`config.mk`:
```
export PLATFORM = sky130hd
export DESIGN_NAME = pwm_action_qual
export DESIGN_NICKNAME = d
export VERILOG_FILES = /design/src/rtl/aq_pkg.sv /design/src/rtl/aq_evt_detect.sv /design/src/rtl/aq_cfg_bank.sv /design/src/rtl/aq_out_ctrl.sv /design/src/rtl/pwm_action_qual.sv
export SDC_FILE = /design/constraint.sdc
export NUM_CORES = 1
export LEC_CHECK = 0
export BUFFER_PORTS_ARGS = -buffer_cell sky130_fd_sc_hd__buf_2
export CAP_MARGIN = 20
export CORE_MARGIN = 3
export CORE_UTILIZATION = 55
export CTS_BUF_LIST = sky130_fd_sc_hd__clkbuf_8
export CTS_CLUSTER_DIAMETER = 40
export DETAILED_ROUTE_END_ITERATION = 16
export GPL_TIMING_DRIVEN = 0
export PLACE_DENSITY_LB_ADDON = 0.05
export SLEW_MARGIN = 20
export SYNTH_ARGS = -nofsm -noshare
export SYNTH_HDL_FRONTEND = slang
export SYNTH_SLANG_ARGS = --single-unit
```
`constraint.sdc`:
```
create_clock -name clk -period 3.1 [get_ports clk]
set_clock_uncertainty 0.1 [all_clocks]
set_input_delay 0.155 -clock clk [delete_from_list [all_inputs] [get_ports clk]]
set_output_delay 0.155 -clock clk [all_outputs]
set_load 0.1 [all_outputs]
```
`src/rtl/aq_pkg.sv`:
```
package aq_pkg;
    typedef enum logic [1:0] {
        ACT_KEEP = 2'b00,
        ACT_LOW  = 2'b01,
        ACT_HIGH = 2'b10,
        ACT_INV  = 2'b11
    } act_e;

    // first member is most significant: zero sits at [1:0], t2 down at [19:18]
    typedef struct packed {
        act_e t2_dn;
        act_e t2_up;
        act_e t1_dn;
        act_e t1_up;
        act_e cb_dn;
        act_e cb_up;
        act_e ca_dn;
        act_e ca_up;
        act_e on_prd;
        act_e on_zro;
    } aq_cfg_t;

    localparam int CFG_W = $bits(aq_cfg_t);

    typedef struct packed {
        logic up;
        logic t1;
        logic t2;
        logic cb;
        logic ca;
        logic zro;
        logic prd;
    } aq_evt_t;

    function automatic logic apply_act(input act_e a, input logic cur);
        case (a)
            ACT_LOW:  apply_act = 1'b0;
            ACT_HIGH: apply_act = 1'b1;
            ACT_INV:  apply_act = ~cur;
            default:  apply_act = cur;
        endcase
    endfunction
endpackage

```
`src/rtl/aq_evt_detect.sv`:
```
module aq_evt_detect
    import aq_pkg::*;
#(
    parameter int CW = 16
) (
    input  logic [CW-1:0] cnt_val,
    input  logic          cnt_up,
    input  logic [CW-1:0] period,
    input  logic [CW-1:0] cmp_a,
    input  logic [CW-1:0] cmp_b,
    input  logic          trig_1,
    input  logic          trig_2,
    output aq_evt_t       evt
);
    always_comb begin
        evt     = '0;
        evt.up  = cnt_up;
        evt.t1  = trig_1;
        evt.t2  = trig_2;
        evt.cb  = (cnt_val == cmp_b);
        evt.ca  = (cnt_val == cmp_a);
        evt.zro = (cnt_val == '0);
        evt.prd = (cnt_val == period);
    end
endmodule

```
`src/rtl/aq_cfg_bank.sv`:
```
module aq_cfg_bank
    import aq_pkg::*;
#(
    parameter int NOUT = 2,
    localparam int SW = (NOUT > 1) ? $clog2(NOUT) : 1
) (
    input  logic                 clk,
    input  logic                 rst_n,
    input  logic                 wr_en,
    input  logic [SW-1:0]        wr_sel,
    input  aq_cfg_t              wr_data,
    input  logic                 load,
    output aq_cfg_t [NOUT-1:0]   active
);
    typedef struct packed {
        aq_cfg_t [NOUT-1:0] sh;
        aq_cfg_t [NOUT-1:0] act;
    } bank_t;

    bank_t st_d, st_q;

    always_comb begin
        st_d = st_q;
        if (load) st_d.act = st_q.sh;
        for (int i = 0; i < NOUT; i++) begin
            if (wr_en && (int'(wr_sel) == i)) st_d.sh[i] = wr_data;
        end
    end

    always_ff @(posedge clk or negedge rst_n) begin
        if (!rst_n) st_q <= '0;
        else        st_q <= st_d;
    end

    assign active = st_q.act;

    // active words only move at a load point
    assert_shadow_hold_R8: assert property (@(posedge clk) disable iff (!rst_n)
        !load |=> $stable(st_q.act));
    // a load copies the shadow content from before that clock's write
    assert_load_copy_R8: assert property (@(posedge clk) disable iff (!rst_n)
        load |=> (st_q.act == $past(st_q.sh)));
endmodule

```
`src/rtl/aq_out_ctrl.sv`:
```
module aq_out_ctrl
    import aq_pkg::*;
(
    input  logic    clk,
    input  logic    rst_n,
    input  aq_evt_t evt,
    input  aq_cfg_t cfg,
    input  logic    frc_en,
    input  act_e    frc_act,
    output logic    out
);
    typedef struct packed {
        logic pin;
    } oc_t;

    oc_t  st_d, st_q;
    act_e pick;

    always_comb begin
        st_d = st_q;
        if (evt.t1)       pick = evt.up ? cfg.t1_up : cfg.t1_dn;
        else if (evt.t2)  pick = evt.up ? cfg.t2_up : cfg.t2_dn;
        else if (evt.cb)  pick = evt.up ? cfg.cb_up : cfg.cb_dn;
        else if (evt.ca)  pick = evt.up ? cfg.ca_up : cfg.ca_dn;
        else if (evt.zro) pick = cfg.on_zro;
        else if (evt.prd) pick = cfg.on_prd;
        else              pick = ACT_KEEP;
        if (frc_en) pick = frc_act;
        st_d.pin = apply_act(pick, st_q.pin);
    end

    always_ff @(posedge clk or negedge rst_n) begin
        if (!rst_n) st_q <= '0;
        else        st_q <= st_d;
    end

    assign out = st_q.pin;

    // first clock after reset still shows low
    assert_reset_low_R1: assert property (@(posedge clk) disable iff (!rst_n)
        $rose(rst_n) |-> !st_q.pin);
    // no event and no force leaves the pin alone
    assert_idle_hold_R2: assert property (@(posedge clk) disable iff (!rst_n)
        (!frc_en && !(evt.t1 || evt.t2 || evt.cb || evt.ca || evt.zro || evt.prd))
        |=> $stable(st_q.pin));
    // trigger 1 on the up ramp outranks every other event
    assert_t1_wins_R10: assert property (@(posedge clk) disable iff (!rst_n)
        (!frc_en && evt.t1 && evt.up && cfg.t1_up == ACT_HIGH) |=> st_q.pin);
    // force toggle inverts the pin
    assert_force_inv_R11: assert property (@(posedge clk) disable iff (!rst_n)
        (frc_en && frc_act == ACT_INV) |=> (st_q.pin != $past(st_q.pin)));
    // force low wins over any event
    assert_force_low_R11: assert property (@(posedge clk) disable iff (!rst_n)
        (frc_en && frc_act == ACT_LOW) |=> !st_q.pin);
endmodule

```
`src/rtl/pwm_action_qual.sv`:
```
module pwm_action_qual
    import aq_pkg::*;
#(
    parameter int CW   = 16,
    parameter int NOUT = 2,
    localparam int SW  = (NOUT > 1) ? $clog2(NOUT) : 1
) (
    input  logic             clk,
    input  logic             rst_n,
    input  logic [CW-1:0]    cnt_val,
    input  logic             cnt_up,
    input  logic [CW-1:0]    period,
    input  logic [CW-1:0]    cmp_a,
    input  logic [CW-1:0]    cmp_b,
    input  logic             trig_1,
    input  logic             trig_2,
    input  logic             load_at_prd,
    input  logic             cfg_wr,
    input  logic [SW-1:0]    cfg_sel,
    input  logic [CFG_W-1:0] cfg_data,
    input  logic             force_en,
    input  logic [SW-1:0]    force_sel,
    input  logic [1:0]       force_act,
    output logic [NOUT-1:0]  pwm_out
);
    aq_evt_t            evt;
    aq_cfg_t [NOUT-1:0] active;
    logic               load;

    aq_evt_detect #(.CW(CW)) u_evt (
        .cnt_val (cnt_val),
        .cnt_up  (cnt_up),
        .period  (period),
        .cmp_a   (cmp_a),
        .cmp_b   (cmp_b),
        .trig_1  (trig_1),
        .trig_2  (trig_2),
        .evt     (evt)
    );

    assign load = evt.zro | (load_at_prd & evt.prd);

    aq_cfg_bank #(.NOUT(NOUT)) u_bank (
        .clk     (clk),
        .rst_n   (rst_n),
        .wr_en   (cfg_wr),
        .wr_sel  (cfg_sel),
        .wr_data (aq_cfg_t'(cfg_data)),
        .load    (load),
        .active  (active)
    );

    for (genvar g = 0; g < NOUT; g++) begin : g_out
        logic fe;
        assign fe = force_en && (int'(force_sel) == g);
        aq_out_ctrl u_oc (
            .clk     (clk),
            .rst_n   (rst_n),
            .evt     (evt),
            .cfg     (active[g]),
            .frc_en  (fe),
            .frc_act (act_e'(force_act)),
            .out     (pwm_out[g])
        );
    end
endmodule

```
==> flow_summary.ini, run 1 <==
[status]
run_status = completed

[placement]
place_congestion = 0.809
dpl.hpwl_um = 6800
dp.cells = 508
place_ws_ps = 822
portBuffers = 96

[clock_tree]
cts.path.max_buffers = 2
clkTransAtPathRegs_ps = 80
cts_num_sinks = 82
cts-htree-levels = 3
cts_resized = 0
clock_latency_ps = 340
cts_tree = yes
cts_made_buffers = 9
root_buffer = clkbuf_8

[min_path]
hold_end = g_out[1].u_oc.out
whs_path_depth = 4
hold_class = primary input to flip-flop
hold_start = trig_2

[sta]
fmax_mhz = 537
setup_viol = 0
layout_setup_ws_ps = 1240
hold_violations = 0
grt_setup_unrepaired = no
min_period_ps = 1860
worst_slew_pin_slew_ps = 694
relSlewSlack = 0.538
tns_ps = 0
slew_violations = 0
fin_crit_sh = 0.601

[synthesis]
synth_area_per_cell_um2 = 13.1
synthFlopType = dfrtp_1
ys_seq_area_frac = 0.499
async_flop_share = 1.00
synth_top_cell_area_share = 0.499
yosysUniqueCellTypes = 40
synth_edf_count = 0
syn_area_um2 = 4110
synth_top_cell_by_area = dfrtp_1
ys_ff_latch = 82
synth.area.top_cells = dfrtp_1, mux2_2, xor2_1
yosys_warnings = 0
syn-num-nets = 411
synth_cells = 315

[routing]
wire_per_inst_um = 16.5
antenna_left = 0
viasPerCell = 5.39
vias = 2939
drtIter0Drc = 105
drc = 0
firstDrtPassIters = 4
routed_wl_um = 8990

[cells_and_area]
n_antenna_cell = 0
fin_cells = 545
drive_gt1_frac = 0.425
fillers = 517
nets = 540
syn2layout_area_growth_pct = 25.4
multiInputGateArea_um2 = 1930
ff_latch_area_um2 = 2050

[grt]
grt_pass1_wl_um = 14800
grt.total_usage = 0.224
use_met3 = 0.0390
use_met1 = 0.304
antenna_found_initial = 0
grt_max_degree = 61
grt-ovfl-total = 0
grt_pass1_vias = 3008
use_met2 = 0.365
top_usage_layer = met2

[setup_path]
r2r-end = g_out[0].u_oc.out
critical_path_arrival_ps = 1990
r2r_start = u_bank.active[14]
cp_slowest_cell = nor4_1
crit_buf_inv = 1
slowest_delay_ps = 450
critPathRequiredTime_ps = 3230
crit_family = compound AO/OA/AOI/OAI gates
path_class = primary input to flip-flop
startpoint_type = primary input
worstSetupEndpointType = flip-flop
reg2regPathDepth = 6
crit_chain = buf_2 > xor2_1 > nor4_1 > nand4_1 > o311ai_0 > a211oi_1 > a211o_1
cp_max_fo = 4
reg2reg_slack_ps = 1350

[run]
maxCapViolCount = 0

[die]
start_util = 0.586
coreArea_um2 = 7020
die_h_um = 92.5
die_w_um = 92.5
rows = 30
die-area_um2 = 8550
boundaryPins = 98

[power_and_ir_drop]
power_density_nw_per_um2 = 464
p_leak_nw = 2.50
ir_drop_mv = 0.485
==> registers in the layout, summed over array words and instances (netlist names) <==
| name | flops |
|---|---|
| g_out.u_oc.out | 2 |
| u_bank.active | 40 |
| u_bank.st_q | 40 |
==> tightest hold or removal path, stage by stage <==
cell,delay (ps)
buf_2,130
nor2_1,80
nand3_1,60
o211ai_1,80
==> repair_timing <==
| action | 4_1_cts | 5_1_grt |
|---|---|---|
| hold buffers | 21 | 0 |
| hold endpoints to repair | 122 | 0 |
| buffers inserted | 0 | 0 |
==> through the flow <==
stage                     total power [mW]  hold slack (ps)   util  area (um2)
after CTS                             2.42             94.4  0.735        5160
final                                 2.39              113  0.735        5160
after global routing                  2.50              125  0.735        5160
after detailed placement              1.62            -24.5  0.676        4740
after floorplan                       1.46             -241      -        4110
after global placement                1.60              298  0.671        4710
==> placed cells by master, fill, tap and decap left out, types with 10 or more instances in the layout <==
| cell | netlist | routed |
|---|---|---|
| mux2_2 | 62 | 62 |
| nor4_1 | 11 | 11 |
| dfrtp_1 | 82 | 82 |
| mux2_1 | 21 | 21 |
| clkbuf_8 | 0 | 10 |
| dlygate4sd3_1 | 0 | 21 |
| mux2i_1 | 12 | 12 |
| nand2_1 | 11 | 11 |
| xnor2_1 | 16 | 16 |
| buf_2 | 1 | 96 |
| xor2_1 | 32 | 32 |
==> per-layer routing <==
layer | wire (um) | part of all wire
met1 | 4080 | 0.45
met2 | 4330 | 0.48
met3 | 457 | 0.051
met4 | 126 | 0.014
met5 | 0 | 0
==> synth_stat cells, drive strengths merged, types with 2 or more instances <==
| library cell | number |
|---|---|
| nand3b | 2 |
| xnor2 | 16 |
| a211oi | 4 |
| a211o | 2 |
| and4 | 2 |
| nand2 | 12 |
| o21ai | 4 |
| mux2i | 12 |
| nor2 | 2 |
| buf | 10 |
| nor2b | 3 |
| dfrtp | 82 |
| xor2 | 32 |
| nand4 | 6 |
| o311ai | 3 |
| nor4 | 13 |
| a21oi | 4 |
| a221oi | 2 |
| inv | 6 |
| mux2 | 83 |
| nand3 | 3 |
| clkbuf | 4 |
==> cell type report <==
cell class              count  area share
repair buffers            118       0.140
well taps                  96      0.0233
clock buffers              10      0.0267
clock inverters             6      0.0126
plain buffers              14      0.0209
multi-input cells         213       0.374
flip-flops and latches     82       0.398
inverters                   6     0.00437
==> kinds of logic after synthesis <==
family,after synthesis,share of synthesized area
xor gates and xnor gates,48,0.102
and+or+nand+nor,46,0.0675
DFF,82,0.499
muxes,95,0.256
buffers and inverters,20,0.0316
AOI/OAI and AO/OA,24,0.0432
==> report_power, final <==
group / internal [mW] / switching, mW
Combinational: 0.207 / 0.213
Sequential: 1.15 / 0.0453
Clock: 0.396 / 0.378
==> how the worst max path moves through the flow <==
stage               slack, ps  cells past startpoint           endpoint         from
finish                   1240                      7  g_out[0].u_oc.out   cnt_val[5]
global route             1080                      7  g_out[0].u_oc.out   cnt_val[5]
CTS                      1190                      7  g_out[0].u_oc.out   cnt_val[5]
detailed placement        820                      7  g_out[0].u_oc.out   cnt_val[5]
global placement          900                      7  g_out[0].u_oc.out   cnt_val[5]
floorplan                1470                      7  g_out[0].u_oc.out  cnt_val[13]
Power figures use the tool's default switching activity.
==> inputs of run 2 (changes only) <==
- CORE_UTILIZATION: 55 -> 50
- clock period: 3.1 -> 1.5 ns (I/O delays scaled with it)
==> run 2 against run 1 <==
The run now ends with setup timing left. Global-route usage shrank 0.46 points. Highest routed layer unchanged. Critical path type is now flip-flop to flip-flop. Flip-flop and latch count is the same. Clock-buffer cell count fell by 1. Via count grew 1.8%. Cell count up 3.5%. Critical path depth is 1 lower. Setup slack got worse by 1300 ps. First-iteration DRC count is 34% lower.
==> flow_summary.ini, run 2 (synthesis results as in run 1) <==
[setup_path]
cp_max_fo = 3
worstSetupEndpointType = flip-flop
crit_buf_inv = 0
slowest_delay_ps = 400
crit_chain = mux2i_2 > o311ai_4 > a211oi_1 > a21oi_1 > o21ai_1 > a211o_1
crit_family = compound AO/OA/AOI/OAI gates
path_class = flip-flop to flip-flop
critical_path_arrival_ps = 1740
startpoint_type = flip-flop
critPathRequiredTime_ps = 1700
cp_slowest_cell = dfrtp_1

[routing]
routed_wl_um = 9930
firstDrtPassIters = 4
viasPerCell = 5.30
wire_per_inst_um = 17.6
drc = 0
antenna_left = 0
drtIter0Drc = 69
vias = 2991

[sta]
fin_crit_sh = 1.03
min_period_ps = 1540
worst_slew_pin_slew_ps = 658
relSlewSlack = 0.561
layout_setup_ws_ps = -44.9
fmax_mhz = 647
tns_ps = -100
setup_viol = 13
slew_violations = 0
hold_violations = 0
grt_setup_unrepaired = yes

[grt]
grt_max_degree = 60
grt_pass1_vias = 3186
antenna_found_initial = 0
grt_pass1_wl_um = 16200
grt-ovfl-total = 0
grt.total_usage = 0.219

[die]
boundaryPins = 98
die_h_um = 96.7
die_w_um = 96.7
start_util = 0.524
die-area_um2 = 9350
rows = 32
coreArea_um2 = 7850

[cells_and_area]
drive_gt1_frac = 0.530
nets = 554
final_common_cell = buf_2
syn2layout_area_growth_pct = 37.7
mostFrequentLayoutCells = buf_2, dfrtp_1, mux2_2
final_util = 0.721
n_antenna_cell = 0

[placement]
dpl.hpwl_um = 6970
place_congestion = 0.935
place_ws_ps = -651
portBuffers = 96

[clock_tree]
cts_tree = yes
cts_made_buffers = 9
root_buffer = clkbuf_8
cts.path.max_buffers = 2
cts_num_sinks = 82
cts-htree-levels = 3
clkTransAtPathRegs_ps = 90
clock_latency_ps = 360

[status]
run_status = complete, but fails checks
failed_checks = setup timing

[power_and_ir_drop]
p_leak_nw = 2.69
power_density_nw_per_um2 = 915
ir_drop_mv = 0.906

[min_path]
hold_class = primary input to asynchronous set/reset pin

[run]
maxCapViolCount = 0
## run 2: cell count changes in the layout (fill, tap and decap cells not counted), sizes merged
cell / change
bufinv: +1
clkbuf: +1
buf: +11
clkinv: -1
dlygate4sd3: +1
## run 2: worst paths after layout
check | to | slack (ps) | startpoint | cells past startpoint
worst max-delay path | g_out[0].u_oc.out | -40 | u_bank.active[14] | 6
worst min-delay path | u_bank.active[33] | 60 | rst_n | 2
worst max register to register | g_out[0].u_oc.out | -40 | u_bank.active[14] | 6
worst min register to register | u_bank.active[36] | 410 | u_bank.st_q[76] | 1
max in group asynchronous | u_bank.st_q[70] | 640 | rst_n | 3
min in group clk | g_out[1].u_oc.out | 150 | trig_1 | 5
## run 2: through the flow
stage,hold slack [ps],cell area (um2),std cells,power (mW)
3_5_place_dp,-97.2,4770,514,3.35
6_report,58.6,5660,564,5.18
3_3_place_gp,219,4740,513,3.31
5_1_grt,82.1,5660,564,5.44
4_1_cts,26.6,5440,559,5.16
2_1_floorplan,-321,4130,315,3.01
## run 2: timing repair
| item | 4_1_cts | 5_1_grt |
|---|---|---|
| hold endpoints to repair | 123 | 0 |
| endpoints found under the setup margin | 42 | 44 |
| resized for setup | 40 | 41 |
| pin swaps | 11 | 10 |
| cloned | 4 | 0 |
| hold buffers | 22 | 0 |
| buffers inserted | 4 | 5 |
## run 2: layout make-up
cell class / count / area (um2)
sequential: 82 / 2050
multi-input combinational: 213 / 2190
buffer: 14 / 135
clock inverter: 6 / 82.6
inverter: 6 / 25.0
tap: 102 / 128
clock buffer: 9 / 124
fill: 569 / 2190
timing repair buffer: 132 / 922
## run 2: power by group
| part | switching (mW) | internal [mW] | total [mW] |
|---|---|---|---|
| registers | 0.105 | 2.38 | 2.49 |
| logic | 0.483 | 0.498 | 0.981 |
| clock network | 0.789 | 0.923 | 1.71 |
## run 2: layer usage
layer | track usage | part of all wire | vias to the layer above
met5 | 0 | 0 | -
met4 | 0.0648 | 0.011 | 0
met3 | 0.0534 | 0.044 | 12
met2 | 0.357 | 0.49 | 72
met1 | 0.293 | 0.46 | 1498
li1 | - | - | 1409
